===== config.mk =====
export PLATFORM = sky130hd
export DESIGN_NAME = eeprom_block_sequencer
export DESIGN_NICKNAME = d
export VERILOG_FILES = /design/src/rtl/eeseq_pkg.sv /design/src/rtl/eeseq_guard.sv /design/src/rtl/eeseq_shifter.sv /design/src/rtl/eeseq_ctrl.sv /design/src/rtl/eeprom_block_sequencer.sv
export SDC_FILE = /design/constraint.sdc
export NUM_CORES = 1
export LEC_CHECK = 0
export BUFFER_PORTS_ARGS = -buffer_cell sky130_fd_sc_hd__buf_2
export CORE_ASPECT_RATIO = 0.9
export CORE_MARGIN = 3
export CORE_UTILIZATION = 65
export CTS_BUF_LIST = sky130_fd_sc_hd__clkbuf_8
export CTS_CLUSTER_DIAMETER = 200
export CTS_CLUSTER_SIZE = 20
export DETAILED_ROUTE_END_ITERATION = 10
export GPL_TIMING_DRIVEN = 0
export PLACE_DENSITY = 0.95
export SLEW_MARGIN = 40
export SYNTH_ARGS = -nofsm -noshare
export SYNTH_HDL_FRONTEND = slang
export SYNTH_HIERARCHICAL = 1
export SYNTH_SLANG_ARGS = --single-unit

===== constraint.sdc =====
create_clock -name clk -period 4.9 [get_ports clk]
set_input_delay 1.47 -clock clk [delete_from_list [all_inputs] [get_ports clk]]
set_output_delay 1.47 -clock clk [all_outputs]
set_load 0.02 [all_outputs]

===== src/rtl/eeseq_pkg.sv =====
package eeseq_pkg;
  localparam logic [7:0] OP_WREN  = 8'h06;
  localparam logic [7:0] OP_RDSR  = 8'h05;
  localparam logic [7:0] OP_WRSR  = 8'h01;
  localparam logic [7:0] OP_READ  = 8'h03;
  localparam logic [7:0] OP_WRITE = 8'h02;
  localparam logic [7:0] FILL     = 8'hFF;
  localparam int         ST_WIP   = 0;
  localparam logic [7:0] PROT_MASK = 8'h8C;
  localparam int         BLK_BYTES = 256;
  localparam int         HDR_BYTES = 4;

  typedef enum logic [2:0] {
    FR_CHECK, FR_UNLOCK, FR_ENABLE, FR_PROGRAM, FR_POLL, FR_FETCH
  } frame_e;

  typedef enum logic [2:0] {
    SQ_IDLE, SQ_LEAD_A, SQ_LEAD_B, SQ_LAUNCH, SQ_SHIFT, SQ_TAIL_A, SQ_TAIL_B
  } seq_e;
endpackage


===== src/rtl/eeseq_guard.sv =====
module eeseq_guard #(
  parameter int GUARD = 3
) (
  input  logic clk,
  input  logic rst_n,
  input  logic run,
  output logic expired
);
  localparam int CNT_W = $clog2(GUARD + 1);
  localparam logic [CNT_W-1:0] LAST = CNT_W'(GUARD - 1);
  localparam logic [CNT_W-1:0] ONE  = CNT_W'(1);

  logic [CNT_W-1:0] cnt_q, cnt_d;

  assign expired = run && (cnt_q == LAST);

  always_comb begin
    cnt_d = cnt_q;
    if (!run || expired) cnt_d = '0;
    else                 cnt_d = cnt_q + ONE;
  end

  always_ff @(posedge clk or negedge rst_n) begin
    if (!rst_n) cnt_q <= '0;
    else        cnt_q <= cnt_d;
  end
endmodule


===== src/rtl/eeseq_shifter.sv =====
module eeseq_shifter #(
  parameter int DIV_W = 8
) (
  input  logic             clk,
  input  logic             rst_n,
  input  logic [DIV_W-1:0] div,
  input  logic             start,
  input  logic [7:0]       tx_byte,
  input  logic             miso,
  output logic             sclk,
  output logic             mosi,
  output logic             active,
  output logic             done,
  output logic [7:0]       rx_byte
);
  localparam logic [DIV_W-1:0] ONE = DIV_W'(1);

  logic             active_q, active_d;
  logic [DIV_W-1:0] half_q, half_d;
  logic [3:0]       edge_q, edge_d;
  logic             sclk_q, sclk_d;
  logic [7:0]       tx_q, tx_d;
  logic [7:0]       rx_q, rx_d;
  logic             done_q, done_d;

  always_comb begin
    active_d = active_q;
    half_d   = half_q;
    edge_d   = edge_q;
    sclk_d   = sclk_q;
    tx_d     = tx_q;
    rx_d     = rx_q;
    done_d   = 1'b0;
    if (!active_q) begin
      if (start) begin
        active_d = 1'b1;
        half_d   = '0;
        edge_d   = 4'd0;
        sclk_d   = 1'b0;
        tx_d     = tx_byte;
      end
    end else if (half_q == div) begin
      half_d = '0;
      edge_d = edge_q + 4'd1;
      if (!sclk_q) begin
        sclk_d = 1'b1;
        rx_d   = {rx_q[6:0], miso};
      end else begin
        sclk_d = 1'b0;
        tx_d   = {tx_q[6:0], 1'b1};
      end
      if (edge_q == 4'd15) begin
        active_d = 1'b0;
        done_d   = 1'b1;
      end
    end else begin
      half_d = half_q + ONE;
    end
  end

  always_ff @(posedge clk or negedge rst_n) begin
    if (!rst_n) begin
      active_q <= 1'b0;
      half_q   <= '0;
      edge_q   <= 4'd0;
      sclk_q   <= 1'b0;
      tx_q     <= 8'hFF;
      rx_q     <= 8'h00;
      done_q   <= 1'b0;
    end else begin
      active_q <= active_d;
      half_q   <= half_d;
      edge_q   <= edge_d;
      sclk_q   <= sclk_d;
      tx_q     <= tx_d;
      rx_q     <= rx_d;
      done_q   <= done_d;
    end
  end

  assign sclk    = sclk_q;
  assign mosi    = tx_q[7];
  assign active  = active_q;
  assign done    = done_q;
  assign rx_byte = rx_q;

  p_idle_low_r3: assert property (@(posedge clk) disable iff (!rst_n)
    !active_q |-> !sclk_q) else $error("sclk not idle low");

  p_mosi_hold_r3: assert property (@(posedge clk) disable iff (!rst_n)
    (sclk_q && $past(sclk_q)) |-> $stable(tx_q[7])) else $error("mosi moved while sclk high");

  p_done_after_fall_r10: assert property (@(posedge clk) disable iff (!rst_n)
    done_q |-> (!sclk_q && !active_q)) else $error("byte done before final falling edge");
endmodule


===== src/rtl/eeseq_ctrl.sv =====
module eeseq_ctrl
  import eeseq_pkg::*;
(
  input  logic        clk,
  input  logic        rst_n,
  input  logic        cmd_valid,
  input  logic        cmd_write,
  input  logic [15:0] cmd_block,
  output logic        busy,
  output logic        done,
  output logic        eng_start,
  output logic [7:0]  eng_tx,
  input  logic        eng_done,
  input  logic        eng_active,
  input  logic [7:0]  eng_rx,
  output logic        guard_run,
  input  logic        guard_expired,
  output logic        cs_n,
  output logic [7:0]  buf_addr,
  output logic        buf_wr_en,
  output logic [7:0]  buf_wr_data,
  input  logic [7:0]  buf_rd_data
);
  localparam int FRAME_MAX = HDR_BYTES + BLK_BYTES;
  localparam int IDX_W     = $clog2(FRAME_MAX + 1);
  localparam logic [IDX_W-1:0] I_ONE  = IDX_W'(1);
  localparam logic [IDX_W-1:0] I_TWO  = IDX_W'(2);
  localparam logic [IDX_W-1:0] I_THR  = IDX_W'(3);
  localparam logic [IDX_W-1:0] I_HDR  = IDX_W'(HDR_BYTES);
  localparam logic [IDX_W-1:0] I_LAST = IDX_W'(FRAME_MAX - 1);

  seq_e             state_q, state_d;
  frame_e           frame_q, frame_d;
  logic [IDX_W-1:0] idx_q, idx_d;
  logic [15:0]      blk_q, blk_d;
  logic [7:0]       stat_q, stat_d;
  logic             cs_q, cs_d;
  logic             done_q, done_d;
  logic [IDX_W-1:0] last_idx;
  logic [IDX_W-1:0] data_off;

  always_comb begin
    case (frame_q)
      FR_ENABLE:                     last_idx = '0;
      FR_CHECK, FR_UNLOCK, FR_POLL:  last_idx = I_ONE;
      default:                       last_idx = I_LAST;
    endcase
  end

  assign data_off = idx_q - I_HDR;

  always_comb begin
    eng_tx = FILL;
    if (idx_q == '0) begin
      case (frame_q)
        FR_CHECK, FR_POLL: eng_tx = OP_RDSR;
        FR_UNLOCK:         eng_tx = OP_WRSR;
        FR_ENABLE:         eng_tx = OP_WREN;
        FR_PROGRAM:        eng_tx = OP_WRITE;
        default:           eng_tx = OP_READ;
      endcase
    end else if (idx_q == I_ONE) begin
      case (frame_q)
        FR_UNLOCK:            eng_tx = stat_q & ~PROT_MASK;
        FR_PROGRAM, FR_FETCH: eng_tx = blk_q[15:8];
        default:              eng_tx = FILL;
      endcase
    end else if (idx_q == I_TWO) begin
      eng_tx = blk_q[7:0];
    end else if (idx_q == I_THR) begin
      eng_tx = 8'h00;
    end else if (frame_q == FR_PROGRAM) begin
      eng_tx = buf_rd_data;
    end
  end

  always_comb begin
    state_d = state_q;
    frame_d = frame_q;
    idx_d   = idx_q;
    blk_d   = blk_q;
    stat_d  = stat_q;
    cs_d    = cs_q;
    done_d  = 1'b0;
    case (state_q)
      SQ_IDLE: begin
        if (cmd_valid) begin
          frame_d = cmd_write ? FR_CHECK : FR_FETCH;
          blk_d   = cmd_block;
          state_d = SQ_LEAD_A;
        end
      end
      SQ_LEAD_A: begin
        if (guard_expired) begin
          cs_d    = 1'b0;
          state_d = SQ_LEAD_B;
        end
      end
      SQ_LEAD_B: begin
        if (guard_expired) begin
          idx_d   = '0;
          state_d = SQ_LAUNCH;
        end
      end
      SQ_LAUNCH: state_d = SQ_SHIFT;
      SQ_SHIFT: begin
        if (eng_done) begin
          if ((frame_q == FR_CHECK || frame_q == FR_POLL) && idx_q == I_ONE)
            stat_d = eng_rx;
          if (idx_q == last_idx) begin
            state_d = SQ_TAIL_A;
          end else begin
            idx_d   = idx_q + I_ONE;
            state_d = SQ_LAUNCH;
          end
        end
      end
      SQ_TAIL_A: begin
        if (guard_expired) begin
          cs_d    = 1'b1;
          state_d = SQ_TAIL_B;
        end
      end
      SQ_TAIL_B: begin
        if (guard_expired) begin
          state_d = SQ_LEAD_A;
          case (frame_q)
            FR_CHECK:   frame_d = ((stat_q & PROT_MASK) != 8'h00) ? FR_UNLOCK : FR_ENABLE;
            FR_UNLOCK:  frame_d = FR_ENABLE;
            FR_ENABLE:  frame_d = FR_PROGRAM;
            FR_PROGRAM: frame_d = FR_POLL;
            FR_POLL: begin
              if (!stat_q[ST_WIP]) begin
                state_d = SQ_IDLE;
                done_d  = 1'b1;
              end
            end
            default: begin
              state_d = SQ_IDLE;
              done_d  = 1'b1;
            end
          endcase
        end
      end
      default: state_d = SQ_IDLE;
    endcase
  end

  always_ff @(posedge clk or negedge rst_n) begin
    if (!rst_n) begin
      state_q <= SQ_IDLE;
      frame_q <= FR_FETCH;
      idx_q   <= '0;
      blk_q   <= 16'h0000;
      stat_q  <= 8'h00;
      cs_q    <= 1'b1;
      done_q  <= 1'b0;
    end else begin
      state_q <= state_d;
      frame_q <= frame_d;
      idx_q   <= idx_d;
      blk_q   <= blk_d;
      stat_q  <= stat_d;
      cs_q    <= cs_d;
      done_q  <= done_d;
    end
  end

  assign busy        = (state_q != SQ_IDLE);
  assign done        = done_q;
  assign cs_n        = cs_q;
  assign eng_start   = (state_q == SQ_LAUNCH);
  assign guard_run   = (state_q == SQ_LEAD_A) || (state_q == SQ_LEAD_B) ||
                       (state_q == SQ_TAIL_A) || (state_q == SQ_TAIL_B);
  assign buf_addr    = data_off[7:0];
  assign buf_wr_en   = (state_q == SQ_SHIFT) && eng_done && (frame_q == FR_FETCH) &&
                       (idx_q >= I_HDR);
  assign buf_wr_data = eng_rx;

  p_launch_idle_r10: assert property (@(posedge clk) disable iff (!rst_n)
    eng_start |-> !eng_active) else $error("byte launched mid-transfer");

  p_done_pulse_r1: assert property (@(posedge clk) disable iff (!rst_n)
    done_q |=> !done_q) else $error("done longer than one cycle");

  p_busy_after_accept_r1: assert property (@(posedge clk) disable iff (!rst_n)
    (!busy && cmd_valid) |=> busy) else $error("busy missing after accept");

  p_ignore_r2: assert property (@(posedge clk) disable iff (!rst_n)
    (busy && cmd_valid) |=> $stable(blk_q)) else $error("command taken while busy");

  p_unlock_mask_r6: assert property (@(posedge clk) disable iff (!rst_n)
    (eng_start && frame_q == FR_UNLOCK && idx_q == I_ONE) |-> ((eng_tx & PROT_MASK) == 8'h00))
    else $error("protection bits not cleared");

  p_cs_held_r10: assert property (@(posedge clk) disable iff (!rst_n)
    eng_active |-> !cs_q) else $error("chip select high during byte");
endmodule


===== src/rtl/eeprom_block_sequencer.sv =====
module eeprom_block_sequencer #(
  parameter int DIV_W = 8,
  parameter int GUARD = 3
) (
  input  logic             clk,
  input  logic             rst_n,
  input  logic [DIV_W-1:0] clk_div,
  input  logic             cmd_valid,
  input  logic             cmd_write,
  input  logic [15:0]      cmd_block,
  output logic             busy,
  output logic             done,
  output logic [7:0]       buf_addr,
  output logic             buf_wr_en,
  output logic [7:0]       buf_wr_data,
  input  logic [7:0]       buf_rd_data,
  output logic             spi_cs_n,
  output logic             spi_sclk,
  output logic             spi_mosi,
  input  logic             spi_miso
);
  logic [1:0] rst_sync_q;
  logic       rst_int_n;

  always_ff @(posedge clk or negedge rst_n) begin
    if (!rst_n) rst_sync_q <= 2'b00;
    else        rst_sync_q <= {rst_sync_q[0], 1'b1};
  end
  assign rst_int_n = rst_sync_q[1];

  logic       eng_start, eng_done, eng_active;
  logic [7:0] eng_tx, eng_rx;
  logic       guard_run, guard_expired;

  eeseq_ctrl u_ctrl (
    .clk           (clk),
    .rst_n         (rst_int_n),
    .cmd_valid     (cmd_valid),
    .cmd_write     (cmd_write),
    .cmd_block     (cmd_block),
    .busy          (busy),
    .done          (done),
    .eng_start     (eng_start),
    .eng_tx        (eng_tx),
    .eng_done      (eng_done),
    .eng_active    (eng_active),
    .eng_rx        (eng_rx),
    .guard_run     (guard_run),
    .guard_expired (guard_expired),
    .cs_n          (spi_cs_n),
    .buf_addr      (buf_addr),
    .buf_wr_en     (buf_wr_en),
    .buf_wr_data   (buf_wr_data),
    .buf_rd_data   (buf_rd_data)
  );

  eeseq_shifter #(.DIV_W(DIV_W)) u_shift (
    .clk     (clk),
    .rst_n   (rst_int_n),
    .div     (clk_div),
    .start   (eng_start),
    .tx_byte (eng_tx),
    .miso    (spi_miso),
    .sclk    (spi_sclk),
    .mosi    (spi_mosi),
    .active  (eng_active),
    .done    (eng_done),
    .rx_byte (eng_rx)
  );

  eeseq_guard #(.GUARD(GUARD)) u_guard (
    .clk     (clk),
    .rst_n   (rst_int_n),
    .run     (guard_run),
    .expired (guard_expired)
  );

  p_cs_quiet_r9: assert property (@(posedge clk) disable iff (!rst_int_n)
    spi_cs_n |-> !spi_sclk) else $error("sclk active with chip select high");
endmodule


=== After elaboration in Yosys (flattened, before gate mapping) ===
Index checks and enable logic that the tools add are counted.
W data, S select, Z words.

* Add/subtract/negate cells: 5
* Magnitude comparators: 1
* Equal/unequal tests: 28
* Muxes and demuxes: 57
* Bitwise logic cells: 1
* Reduce and logical (&&, ||, !) cells: 33

{| class="wikitable"
|+ Operators by type and width
! operator !! count
|-
| $mux W8 || 12
|-
| $pmux W9 S2 || 2
|-
| $mux W3 || 10
|-
| $mux W9 || 3
|-
| $pmux W3 S4 || 2
|-
| $pmux W3 S7 || 1
|-
| $eq A9 B2 Y1 const B || 2
|-
| $mux W1 || 17
|-
| $ne A2 B2 Y1 const B || 8
|-
| $pmux W8 S2 || 1
|-
| $eq A3 B3 Y1 const B || 5
|-
| $eq A3 B2 Y1 const B || 4
|-
| $mux W4 || 3
|-
| $pmux W3 S2 || 2
|-
| $reduce_and A3 Y1 || 4
|-
| $add A9 B1 Y9 const B || 1
|-
| $eq A9 B1 Y1 const B || 1
|-
| $eq A9 B9 Y1 || 1
|-
| $ge A9 B3 Y1 const B || 1
|-
| $logic_not A9 Y1 || 1
|-
| $add A8 B1 Y8 const B || 1
|-
| $eq A8 B8 Y1 || 1
|-
| $reduce_and A4 Y1 || 2
|-
| $reduce_bool A2 Y1 || 4
|-
| 22 further kinds || 36
|}

* Flip-flop bits (word level): 76
* Input port bits: 37
* Output and inout bits: 22
* Word-level logic and storage cells: 141

=== Depth between registers and ports, before layout ===
Gate-level depths: netlist of run 1.

* Depth after elaboration: 8
* Gate-level depth with buffers: 10
* Mapped depth without buffers: 9

=== Modules after synthesis ===
The synthesis of run 1 kept the hierarchy.

{| class="wikitable"
|+ Modules (own cells, without submodules)
! module !! instances !! cells each !! area an instance (um2) !! sequential area each (um2)
|-
| eeseq_ctrl || 1 || 298 || 2771.4 || 1029.7
|-
| eeseq_shifter || 1 || 177 || 1731.7 || 785.8
|-
| eeseq_guard || 1 || 7 || 97.6 || 50.0
|-
| eeprom_block_sequencer || 1 || 3 || 53.8 || 50.0
|}

=== Worst setup path after synthesis of run 1 ===
No wires, ideal clock.

* Kind: register -> output
* From: register u_ctrl.frame_q[2]
* To: output port buf_wr_en
* Data arrival time: 1.783 ns
* Data required time: 3.430 ns
* Slack: 1.647 ns
* Cell stages (with the launch flop): 5
* Path buffers: 2
* Cells stage by stage: dfstp_2 -> clkbuf_1 -> clkbuf_1 -> nand2_1 -> a311oi_1

* Word-level cells in the longest chain between the ends: 3

{| class="wikitable"
|+ RTL lines
! element !! RTL line !! source
|-
| start, declared || eeseq_ctrl.sv:33 || <nowiki>frame_e frame_q, frame_d;</nowiki>
|-
| start signal, assigned || eeseq_ctrl.sv:160 || <nowiki>frame_q <= frame_d;</nowiki>
|-
| $eq A3 B3 Y1 || eeseq_ctrl.sv:176 || <nowiki>assign buf_wr_en = (state_q == SQ_SHIFT) && eng_done && (frame_q == FR_FETCH) &&</nowiki>
|-
| $logic_and A1 B1 Y1 (2 in series) || eeseq_ctrl.sv:176 ||
|-
| end, declared || eeprom_block_sequencer.sv:14 || <nowiki>output logic buf_wr_en,</nowiki>
|}

No other way between the ends.

=== Worst setup path in the final report of run 1 ===
Ends and elaborated chain as after synthesis.

==> summary.md, run 1 <==
| Metric | Value |
|---|---|
| Switching pwr | 1.12 mW |
| Post-CTS setup buffers | 0 |
| Static Leak | 2.24 nW |
| GRT Residual Overflow | 0 |
| # hold bufs at CTS | 0 |
| Area of the core | 6760 µm² |
| Number of antenna diodes | 0 |
| Final setup viols | 0 |
| Average size of a mapped cell | 9.60 µm² |
| Drt drc | 0 |
| CTS tree | yes |
| Req. time, crit path | 3.43 ns |
| Pint | 1.55 mW |
| Crit path arrival time | 2.34 ns |
| Die X | 95.2 µm |
| Die area | 8210 µm² |
| RR Endpoint | u_ctrl/idx_q[3] |
| R2R setup slack | 2.02 ns |
| Status | completed |
| Synth Flop Type | dfrtp_1 |
| #FFs+latches synth | 76 |
| Comb pwr share | 45.5% |
| Root buffer cell | clkbuf_8 |
| Critical path's slowest cell | dfstp_2 |
| CP Buf/Inv Count | 3 |
| Max-slew violations | 0 |
| Fmax | 0.262 GHz |
| Largest stage delay, worst path | 0.58 ns |
| Yosys warning total | 6 |
| Post-synth EDFFs | 0 |
| Final WL | 11500 µm |
| Initial Util | 68.8% |
| Sequential Power Share | 38.6% |
| Initial drt markers | 453 |
| Critical Path End Type | primary output |
| Final Skew | 0.00891 ns |
| FILL cells | 433 |
| Reg-to-Reg Start | u_ctrl/state_q[0] |
| Worst hold path type | reg -> async |
| Max-Cap Viols | 0 |
| Net Sw Frac | 42.0% |
| I/O Pins | 59 |
| Post-cts resize count | 0 |
| TritonCTS buffer count | 9 |
| WL/cell | 17.7 µm |
| Post-route ant nets | 0 |
| Max-Slew Margin vs Limit | 50.5% |
| Period utilization | 77.9% |
| Top cells by area, synth | dfrtp_1, mux2_2, dfstp_2 |
| Post-detail-place hpwl | 8260 µm |
| Clock network power share | 16.0% |
| PwrDens | 508 nW/µm² |
| Area leader, netlist | dfrtp_1 |
| Cell count after synthesis | 485 |
| Worst-path cell chain | clkbuf_1 > clkbuf_1 > nand2_1 > a311oi_1 > buf_2 |
| Layout area overhead | 13.0% |
| VDD IR-drop max | 0.000383 V |
| Asr flop ratio synth | 100% |
| WHS | 0.328 ns |
| First-pass DRT Iterations | 7 |
| GP Congestion | 0.900 |
| Register area share after synthesis | 41.2% |
| I/O Buffers | 58 |
| Final hold violation count | 0 |
| CTS sink count | 76 |
| Global-route wire length before repair | 19000 µm |
| CP Launch Type | register |
| CTS H-tree depth | 3 |
| Via/cell ratio | 6.48 |
| Clk slew on worst S/H paths | 0.08 ns |
| Critical path class | reg -> out |
| Setup TNS Final | 0 ns |
| Vias in the first global route | 3935 |
| Top-area cell type share of the netlist area | 34.9% |
| Worst path most repeated cell | clkbuf_1 |
| Fin crit period | 3.81 ns |
| Synth top cells by count | dfrtp_1, nand2_1, mux2_2 |
| Die height | 86.3 µm |
| Initial antenna violation count | 0 |
| Clk buf depth | 2 |
| NumNets Final | 603 |
| Rows | 28 |
| Via count | 4213 |
| Unrepaired setup endpoints after global routing | no |
| Count leader, synth | dfrtp_1 |
| Worst Tran Pin Value | 0.733 ns |
| Syn Nets | 533 |
| Cell Area, Synth | 4650 µm² |
| Share of layout cells above drive strength 1 | 28.0% |
| Total global-route track usage | 29.6% |
| Unique masters post-synth | 61 |
| Worst R2R Path Depth | 9 |
| Clk_lat worst skew | 0.36 ns |
| Critical-path maximum fanout | 10 |
| Largest delay share family, worst path | buffers and inverters |
| Largest net degree at the start of global routing | 43 |
worst max-delay path by stage:
stage                            from   endpoint  cells after the start
floorplan           u_ctrl/frame_q[2]  buf_wr_en                      4
global placement    u_ctrl/frame_q[2]  buf_wr_en                      5
detailed placement  u_ctrl/frame_q[2]  buf_wr_en                      5
CTS                 u_ctrl/frame_q[2]  buf_wr_en                      5
global route        u_ctrl/frame_q[2]  buf_wr_en                      5
finish              u_ctrl/frame_q[2]  buf_wr_en                      5
placed cells by master (no fill, tap or decap), drive strengths merged, types with 14 or more instances in the layout:
cell type  synthesis  routed
clkbuf            21      30
nor2              28      28
mux2              36      36
nor2b             15      15
a21oi             26      26
o21ai             23      23
dfrtp             65      65
nand2             39      39
nand4             14      14
inv               15      17
buf               23      82
state kept, by name (all words and copies together) (netlist names):
name,flops
u_ctrl/stat_q,8
u_shift/sclk,1
u_ctrl/cs_n,1
u_shift/active,1
u_ctrl/state_q,3
u_ctrl/idx_q,9
u_ctrl/blk_q,16
u_shift/half_q,8
u_ctrl/done,1
u_ctrl/frame_q,3
u_shift/edge_q,4
rst_sync_q,2
u_shift/rx_byte,8
u_guard/cnt_q,2
u_shift/tx_q,8
u_shift/done,1
power by group through the flow:
stage                     Sequential [mW]  Clock, mW  Combinational [mW]
after floorplan                      1.00          0               0.905
after global placement               1.02          0                1.11
after detailed placement             1.04          0                1.18
after CTS                            1.02      0.437                1.19
after global routing                 1.06      0.467                1.32
final                                1.03      0.427                1.21
cells by family (layout without fill, tap and decap cells):
family	count (synthesis)	in the layout	synth area share, %
AOI/OAI and AO/OA	123	123	18.0
xor gates and xnor gates	18	18	3.39
adders and majority gates	12	12	3.17
buffers and inverters	60	135	6.21
DFF	76	76	41.2
muxes	39	39	9.35
other	1	1	0.0806
and+or+nand+nor	156	156	18.7
layer usage:
| layer | part of all wire [%] | routed length (µm) | global-route usage, % |
|---|---|---|---|
| met1 | 40 | 4590 | 39.5 |
| met2 | 47 | 5380 | 46.5 |
| met3 | 11 | 1230 | 8.16 |
| met4 | 2.7 | 310 | 10.5 |
| met5 | 0 | 0 | 0 |
layout make-up:
class	instances	area, µm²	share of cell area, %
well taps	90	113	2.14
flip-flops and latches	76	1920	36.5
clock buffers	9	124	2.36
multi-input cells	349	2450	46.6
plain buffers	44	229	4.36
inverters	16	60.1	1.14
repair buffers	59	310	5.90
clock inverters	7	52.6	1.00
stage by stage:
step                      utilization [%]  std cells  cell area [µm²]  worst slack (ns)  power (mW)
after global routing                 77.8        650             5260              1.00        2.84
final                                77.8        650             5260              1.09        2.67
after floorplan                         -        485             4650              1.65        1.91
after CTS                            77.8        650             5260              1.15        2.65
after detailed placement             75.1        634             5080              1.54        2.21
after global placement               74.8        633             5060              1.56        2.14
Note: power is estimated with default switching activity, not from simulation.
==> run 2, diff against run 1 <==
Settings changed: CORE_UTILIZATION 65 to 60, PLACE_DENSITY 0.95 to 0.93.
Clock period 4.9 ns to 3.58 ns, I/O delays scaled along.
==> run 2 against run 1 <==
  * Core utilization decreased by 5.2 points
  * Power increased by 40%
  * Critical path depth unchanged
  * Die area increased by 7.8%
  * Register-to-register slack got worse by 1.3 ns
  * Highest routed layer unchanged
==> summary.md, run 2 (synthesis results as in run 1) <==
| Metric | Value |
|---|---|
| Status | completed |
| CTS sink count | 76 (unchanged) |
| Max-Slew Margin vs Limit | 50.9% (+0.47 points) |
| NumNets Final | 603 (unchanged) |
| Max-Cap Viols | 0 (unchanged) |
| Static Leak | 2.26 nW (+0.72%) |
| Initial drt markers | 572 (+26%) |
| Post-CTS setup buffers | 0 (unchanged) |
| Met3 global-route usage | 6.40% (-1.8 points) |
| Worst hold path type | reg -> async |
| Fin crit period | 3.39 ns |
| Register with the most flip-flops | u_ctrl/blk_q |
| Fmax | 0.295 GHz |
| WL/cell | 17.6 µm (-0.47%) |
| CTS H-tree depth | 3 (unchanged) |
| PwrDens | 707 nW/µm² (+39%) |
| Critical Path End Type | primary output |
| Clk slew on worst S/H paths | 0.08 ns (about the same) |
| I/O Pins | 59 (unchanged) |
| First-pass DRT Iterations | 5 (-2) |
| TritonCTS buffer count | 9 (unchanged) |
| Clk buf depth | 2 (unchanged) |
| Critical path class | reg -> out |
| Worst R2R Path Depth | 9 (unchanged) |
| Met1 Use GR | 35.8% (-3.6 points) |
| Worst Tran Pin Value | 0.728 ns (-0.00443 ns) |
| Post-cts resize count | 0 (unchanged) |
| Initial Util | 63.8% (-5.0 points) |
| FILL cells | 515 (+19%) |
| R2R setup slack | 0.70 ns (-1.32 ns) |
| Die area | 8850 µm² (+7.8%) |
| Commonest non-fill, non-tap cell in the layout | buf_2 |
| Post-detail-place hpwl | 8380 µm (+1.4%) |
| Final Skew | 0.0140 ns (+0.00508 ns) |
| Biggest regs | u_ctrl/blk_q x16, u_ctrl/idx_q x9 |
| Via/cell ratio | 6.39 (-1.4%) |
| VDD IR-drop max | 0.000432 V (+13%) |
| Met2 usage | 44.3% (-2.2 points) |
| Most frequent cells in the layout | buf_2, dfrtp_1, nand2_1 |
| Post-route ant nets | 0 (unchanged) |
| CP Launch Type | register |
| Die height | 89.6 µm (+3.8%) |
| Vias in the first global route | 4024 (+2.3%) |
| Clk_lat worst skew | 0.36 ns (about the same) |
| Number of antenna diodes | 0 (unchanged) |
| Max-slew violations | 0 (unchanged) |
| GP Congestion | 0.927 (+3.1%) |
| Setup slack after layout | 0.193 ns (-0.892 ns) |
| Req. time, crit path | 2.51 ns (-0.92 ns) |
| Layout area overhead | 13.7% |
| Area of the multi-input gates | 2460 µm² (+0.26%) |
| Register area | 1920 µm² (unchanged) |
| Global-route wire length before repair | 19100 µm (+0.51%) |
| Final WL | 11500 µm (about the same) |
| Setup TNS Final | 0 ns (unchanged) |
| Area of the core | 7290 µm² (+7.9%) |
| Crit path arrival time | 2.31 ns (-0.03 ns) |
| GRT Residual Overflow | 0 (unchanged) |
| Via count | 4174 (-0.93%) |
| Period utilization | 94.6% |
| Critical-path maximum fanout | 10 (unchanged) |
| Drt drc | 0 (unchanged) |
| Place WS | 0.598 ns (-0.946 ns) |
| I/O Buffers | 58 (unchanged) |
| Number of flip-flops in the largest register | 16 (unchanged) |
| Die X | 98.8 µm (+3.8%) |
| GRT Max-Usage Layer | met2 |
| Share of layout cells above drive strength 1 | 28.2% (+0.18 points) |
| Root buffer cell | clkbuf_8 |
| Rows | 29 (+3.6%) |
| Final setup viols | 0 (unchanged) |
| Largest net degree at the start of global routing | 42 (-2.3%) |
| CTS tree | yes |
| Unrepaired setup endpoints after global routing | no |
| Total global-route track usage | 27.2% (-2.3 points) |
| Final hold violation count | 0 (unchanged) |
| # hold bufs at CTS | 0 (unchanged) |
| Initial antenna violation count | 0 (unchanged) |
-- run 2: cell count changes in the layout (fill, tap and decap cells not counted) --
cell        change
bufinv_16       +1
clkinv_4        -1
nor4b_2         +1
nor4b_1         -1
clkinvlp_4      -1
inv_6           +1
-- run 2: where the power goes --
part	internal (mW)	switching, mW	leakage (nW)	total (mW)
Combinational	0.702	0.955	1.22	1.66
Clock	0.325	0.337	0.0976	0.662
Sequential	1.17	0.252	0.943	1.42
-- run 2: per-stage QoR --
| stage | util [%] | cell area, µm² | power (mW) | cells | hold slack, ns |
|---|---|---|---|---|---|
| 3_5_place_dp | 69.7 | 5080 | 3.03 | 637 | 0.340 |
| 5_1_grt | 72.5 | 5290 | 3.99 | 653 | 0.368 |
| 2_1_floorplan | - | 4650 | 2.61 | 485 | 0.331 |
| 6_report | 72.5 | 5290 | 3.74 | 653 | 0.327 |
| 3_3_place_gp | 69.4 | 5060 | 2.93 | 636 | 0.339 |
| 4_1_cts | 72.4 | 5280 | 3.71 | 653 | 0.351 |
-- run 2: path summary, 6_finish.rpt --
path                                    end         startpoint
setup / recovery                  buf_wr_en  u_ctrl/frame_q[2]
hold / removal             u_guard/cnt_q[0]      rst_sync_q[1]
setup reg to reg            u_ctrl/idx_q[4]  u_ctrl/state_q[0]
hold reg to reg            u_guard/cnt_q[0]      rst_sync_q[1]
max in group asynchronous   u_shift/tx_q[3]      rst_sync_q[1]
min in group clk              rst_sync_q[1]      rst_sync_q[0]
-- run 2: routing by layer --
metal  vias up  wire length (µm)
li1       1903                 -
met1      1993              4710
met4         0               387
met5         -                 0
met3        52               994
met2       226              5420
-- run 2: final cells by class --
type	instances	area share [%]
multi-input combinational	349	46.4
sequential	76	36.3
timing repair buffer	59	5.87
buffer	44	4.33
clock buffer	9	2.34
tap	93	2.20
clock inverter	7	1.42
inverter	16	1.14
-- run 2: critical path, stage by stage (launching register included) --
cell      delay (ns)
dfstp_2         0.60
clkbuf_1        0.37
clkbuf_1        0.40
nand2_1         0.11
a311oi_1        0.26
buf_2           0.22
